`src/rtl/cnt_pkg.sv`:
```
package cnt_pkg;
  typedef enum logic [1:0] {
    OP_HOLD  = 2'd0,
    OP_LOAD  = 2'd1,
    OP_STEP  = 2'd2,
    OP_CLEAR = 2'd3
  } cnt_op_e;
endpackage

```
`src/rtl/cnt_op_sel.sv`:
```
module cnt_op_sel
  import cnt_pkg::*;
(
  input  logic    srst,
  input  logic    load_n,
  input  logic    en_par_n,
  input  logic    en_trk_n,
  output cnt_op_e op
);
  // priority: clear, then load, then step, else hold
  always_comb begin
    if (srst)                       op = OP_CLEAR;
    else if (!load_n)               op = OP_LOAD;
    else if (!en_par_n && !en_trk_n) op = OP_STEP;
    else                            op = OP_HOLD;
  end
endmodule

```
`src/rtl/cnt_next.sv`:
```
module cnt_next
  import cnt_pkg::*;
#(
  parameter int WIDTH = 4
) (
  input  cnt_op_e          op,
  input  logic             dir_up,
  input  logic [WIDTH-1:0] din,
  input  logic [WIDTH-1:0] cur,
  output logic [WIDTH-1:0] nxt
);
  // one adder: +1 or +all-ones (i.e. -1), wrap is natural modulo 2**WIDTH
  logic [WIDTH-1:0] delta;
  assign delta = dir_up ? WIDTH'(1) : {WIDTH{1'b1}};

  always_comb begin
    unique case (op)
      OP_CLEAR: nxt = '0;
      OP_LOAD:  nxt = din;
      OP_STEP:  nxt = cur + delta;
      default:  nxt = cur;
    endcase
  end
endmodule

```
`src/rtl/cnt_tc_dec.sv`:
```
module cnt_tc_dec #(
  parameter int WIDTH = 4
) (
  input  logic [WIDTH-1:0] cur,
  input  logic             dir_up,
  input  logic             en_trk_n,
  output logic             tc_n
);
  logic at_top;
  logic at_bottom;
  assign at_top    = &cur;
  assign at_bottom = ~|cur;
  assign tc_n = ~(~en_trk_n & (dir_up ? at_top : at_bottom));
endmodule

```
`src/rtl/updn_counter.sv`:
```
module updn_counter
  import cnt_pkg::*;
#(
  parameter int WIDTH = 4
) (
  input  logic             clk,
  input  logic             srst,
  input  logic             load_n,
  input  logic             en_par_n,
  input  logic             en_trk_n,
  input  logic             dir_up,
  input  logic [WIDTH-1:0] din,
  output logic [WIDTH-1:0] count,
  output logic             tc_n
);
  cnt_op_e          op;
  logic [WIDTH-1:0] cnt_q;
  logic [WIDTH-1:0] cnt_d;

  cnt_op_sel u_op (
    .srst     (srst),
    .load_n   (load_n),
    .en_par_n (en_par_n),
    .en_trk_n (en_trk_n),
    .op       (op)
  );

  cnt_next #(.WIDTH(WIDTH)) u_next (
    .op     (op),
    .dir_up (dir_up),
    .din    (din),
    .cur    (cnt_q),
    .nxt    (cnt_d)
  );

  always_ff @(posedge clk) cnt_q <= cnt_d;

  cnt_tc_dec #(.WIDTH(WIDTH)) u_tc (
    .cur      (cnt_q),
    .dir_up   (dir_up),
    .en_trk_n (en_trk_n),
    .tc_n     (tc_n)
  );

  assign count = cnt_q;
endmodule

```
`config.mk`:
```
export PLATFORM = sky130hd
export DESIGN_NAME = updn_counter
export DESIGN_NICKNAME = d
export VERILOG_FILES = /design/src/rtl/cnt_pkg.sv /design/src/rtl/cnt_op_sel.sv /design/src/rtl/cnt_next.sv /design/src/rtl/cnt_tc_dec.sv /design/src/rtl/updn_counter.sv
export SDC_FILE = /design/constraint.sdc
export NUM_CORES = 1
export LEC_CHECK = 0
export BUFFER_PORTS_ARGS = -buffer_cell sky130_fd_sc_hd__buf_4
export CORE_AREA = 2 2 39 41
export DETAILED_ROUTE_END_ITERATION = 7
export DIE_AREA = 0 0 41 43
export SYNTH_ARGS = -nofsm -noshare
export SYNTH_HDL_FRONTEND = slang
export SYNTH_SLANG_ARGS = --single-unit
```
`constraint.sdc`:
```
create_clock -name clk -period 1.2 [get_ports clk]
set_input_delay 0.24 -clock clk [delete_from_list [all_inputs] [get_ports clk]]
set_output_delay 0.24 -clock clk [all_outputs]
set_load 0.05 [all_outputs]
```
== Yosys cells after proc, flatten, opt, wreduce, memory -nomap -nowiden ==
Index checks and enable logic that the tools add are counted.
W data, S select, Z words.

* Register bits after elaboration: 4
* Input port bits: 10
* Word-level logic and storage cells: 21

* $add $sub $neg: 1
* Equal/unequal tests: 3
* Muxes and demuxes: 6
* Bitwise logic cells: 3
* Reductions and logical operators: 7

{| class="wikitable"
|+ Operator list
! kind !! number
|-
| $pmux W4 S3 || 1
|-
| $mux W2 || 3
|-
| $add A4 B4 Y4 || 1
|-
| $eq A2 B2 Y1 const B || 2
|-
| $mux W4 || 1
|-
| $reduce_and A4 Y1 || 1
|-
| $reduce_or A4 Y1 || 1
|-
| $logic_not A1 Y1 || 3
|-
| $reduce_bool A3 Y1 || 1
|-
| $eq A2 B1 Y1 const B || 1
|-
| $not A1 Y1 || 2
|-
| $and A1 B1 Y1 || 1
|-
| $logic_and A1 B1 Y1 || 1
|-
| $mux W1 || 1
|}

== Logic depth before layout (Yosys ltp) ==
* Word-level depth: 7
* Depth in mapped cells: 5

== Cells and area by module ==
Synthesis repeated with hierarchy kept, for this count alone.

* Cell total of the unflattened synthesis: 36
* Area, all modules: 345.3 um^2

{| class="wikitable"
|+ Modules (own cells, without submodules)
! module !! times used !! cells an instance !! area an instance (um^2)
|-
| cnt_next || 1 || 24 || 209.0
|-
| updn_counter || 1 || 4 || 80.1
|-
| cnt_tc_dec || 1 || 5 || 38.8
|-
| cnt_op_sel || 1 || 3 || 17.5
|}

== Worst setup path before layout ==
No wires, ideal clock.

* Path kind: reg-to-output
* From: register cnt_q[0] (netlist: count[0])
* To: output tc_n
* Arrival time: 1667 ps
* Slack: -707 ps
* Stages on the path, launching flop included: 4
* Path through: edfxtp_1 > or4_1 > nor2_1 > o21bai_1

* Cells in the longest elaborated chain, start to end: 5

{| class="wikitable"
|+ Ends and longest elaborated chain
! element !! RTL line !! text
|-
| start: declaration || updn_counter.sv:17 || <nowiki>logic [WIDTH-1:0] cnt_q;</nowiki>
|-
| start signal: assignment || updn_counter.sv:36 || <nowiki>always_ff @(posedge clk) cnt_q <= cnt_d;</nowiki>
|-
| $reduce_or A4 Y1 || cnt_tc_dec.sv:12 || <nowiki>assign at_bottom = ~|cur;</nowiki>
|-
| $logic_not A1 Y1 || cnt_tc_dec.sv:12 ||
|-
| $mux W1 * || cnt_tc_dec.sv:13 || <nowiki>assign tc_n = ~(~en_trk_n & (dir_up ? at_top : at_bottom));</nowiki>
|-
| $and A1 B1 Y1 * || cnt_tc_dec.sv:13 ||
|-
| $not A1 Y1 * || cnt_tc_dec.sv:13 ||
|-
| end: declaration || updn_counter.sv:14 || <nowiki>output logic tc_n</nowiki>
|}

Every way passes the cells marked *; elsewhere a longest branch is shown, timed or not.

== Worst setup path in the final report ==
Same ends and word-level chain as after synthesis.

==> impl_metrics.csv <==
group,metric,value,unit
route,drt-initial-drc-count,2,
clock_tree,hold_buffers,0,
route,ant_nets,0,
power_and_ir_drop,ir_drop,0.000435,V
floorplanning,row_count,14,
final_layout,post_route_cells_drive_above_1_share,58.3,%
floorplanning,die_h,43,um
grt,grt_antenna_before_repair,0,
clock_tree,htreeDepth,1,
power_and_ir_drop,power.density,1010,nW/um2
placement,gp_congestion,0.662,
clock_tree,cts_buffer_depth,2,
synth,synthesis.nets,47,
clock_tree,cts_buffers,3,
grt,grt_max_degree,5,
critical_path,cp-start-kind,"register",
power_and_ir_drop,p_int,428,uW
synth,syn_area,304,um2
critical_path,arrival,1.48,ns
clock_tree,cts.sinks,4,
timing,rsz0062_at_grt,"yes",
critical_path,crit_required,0.96,ns
placement,dp_slack,-0.327,ns
clock_tree,clk_latency,0.24,ns
floorplanning,io-pin-count,15,
final_layout,diodes,0,
critical_path,end_kind,"output pin",
power_and_ir_drop,p_comb_share,45.3,%
critical_path,critPathKind,"register to output pin",
final_layout,final_common_cell,"buf_4",
timing,min_period,1.72,ns
timing,hold_viol,0,
grt,grt_pass1_vias,355,
final_layout,multi_input_area,231,um2
route,drcViolationCount,0,
power_and_ir_drop,p_clk_share,26.4,%
run_status,status,"finished, violations left",
run_status,violations,"negative setup slack",
run,drv_cap,0,
grt,overflow,0,
clock_tree,cts_tree,"built",
route,wire_per_inst,11.3,um
power_and_ir_drop,p_leak,0.000268,uW
final_layout,final_cell_mix,"buf_4, buf_6, nand2_1",
synth,netlist_instances,34,
grt,track_usage,11.7,%
timing,fin_setup_tns,-1.49,ns
power_and_ir_drop,p_seq_share,28.3,%
route,vias,340,
route,drtPass1Iterations,2,
power_and_ir_drop,power_switching_share,32.3,%
clock_tree,cts.reportedPaths.clkPinSlew,0.04,ns
timing,layout_worst_path_cycle_share,143,%
timing,worst_pin_slew,0.546,ns
timing,layout_setup_ws,-0.516,ns
timing,finClkSkew,0.00280,ns
placement,hpwl,665,um
synth,ys_warn_count,0,
critical_path,r2r_setup_slack,-0.29,ns
final_layout,area_growth,106,%
synth,ys_ff_latch,4,
floorplanning,start_util,22.0,%
clock_tree,root_buffer,"clkbuf_4",
synth,syn_area_per_cell,8.94,um2
floorplanning,die_area,1760,um2
floorplanning,die_x,41,um
critical_path,cp_max_fo,2,
synth,synth-seq-area-share,39.5,%
floorplanning,core,1380,um2
timing,maxSlewViolCount,0,
power_and_ir_drop,p_switching,204,uW
route,viasPerCell,4.47,
timing,maxSlewHeadroom,63.2,%
route,wl,862,um
synth,synth_cell_types,16,
final_layout,largest_register_ffs,4,
final_layout,regArea,120,um2
placement,port_buffers,14,
final_layout,nFillCells,143,
timing,finalSetupViolations,5,
final_layout,finalNetCount,75,
final_layout,fin_util,45.2,%
grt,grt_pass1_wl,1300,um
timing,fmax,583,MHz
worst_hold_path,hp-class,"input pin to register",
==> through the flow <==
stage | hold slack [ns] | total power, uW | cells | cell area (um2)
floorplan | 0.425 | 297 | 34 | 333
CTS | 0.277 | 610 | 75 | 587
global placement | 0.517 | 389 | 70 | 503
finish | 0.283 | 632 | 76 | 626
global route | 0.284 | 666 | 76 | 626
detailed placement | 0.518 | 393 | 70 | 503
==> timing repair <==
item,4_1_cts,5_1_grt
pin swaps,4,9
cloned,0,0
endpoints found under the setup margin,8,7
gates resized for setup,15,10
buffers inserted,2,4
==> kinds of logic after synthesis <==
group | synth area share [%]
AND/OR/NAND/NOR | 21.4
AO/OA/AOI/OAI | 14.8
flip-flops | 39.5
buffers and inverters | 3.70
adder cells (fa/ha/maj) | 14.8
XOR/XNOR | 5.76
==> power groups by stage <==
stage	clock network [uW]	logic, uW	registers, uW
detailed placement	0	214	179
CTS	173	259	178
floorplan	0	69.7	228
global placement	0	210	179
finish	167	286	179
global route	180	303	182
==> metal layers <==
layer	vias up	wire length, um	GRT usage [%]
met5	-	0	0
met4	0	0	10.0
met3	0	51	1.57
met2	12	487	20.0
met1	155	323	11.2
li1	173	-	-
==> final cells by class <==
class / instances / area share, %
tap: 16 / 3.20
timing repair buffer: 23 / 34.8
inverter: 3 / 2.20
sequential: 4 / 19.2
multi-input combinational: 27 / 37.0
clock buffer: 3 / 3.60
==> cell usage after synthesis, drive strengths merged <==
| cell | n | share of area (%) |
|---|---|---|
| ha | 2 | 8.2 |
| or4 | 1 | 2.5 |
| xor2 | 2 | 5.8 |
| nor2b | 1 | 2.1 |
| nand4 | 1 | 2.1 |
| o21bai | 1 | 2.5 |
| inv | 3 | 3.7 |
| fa | 1 | 6.6 |
| nand3 | 1 | 1.6 |
| nand2 | 5 | 6.2 |
| o21ai | 4 | 6.6 |
| edfxtp | 4 | 40 |
| o31ai | 1 | 2.5 |
| nor2 | 4 | 4.9 |
| a21oi | 2 | 3.3 |
| and3 | 1 | 2.1 |
==> path summary, 6_finish.rpt <==
| kind | from | endpoint | cells past startpoint |
|---|---|---|---|
| max reg2reg | count[0]$_DFFE_PP_ | count[2]$_DFFE_PP_ | 6 |
| min | din[1] | count[1]$_DFFE_PP_ | 3 |
| min reg2reg | count[0]$_DFFE_PP_ | count[0]$_DFFE_PP_ | 4 |
| max | count[0]$_DFFE_PP_ | tc_n | 4 |
==> critical path, cell delays in order, from the launching register on <==
cell and delay, ns:
edfxtp_1 0.38, or4_4 0.54, nor2_4 0.11, o21bai_4 0.06, buf_6 0.15
Power figures use the tool's default switching activity.
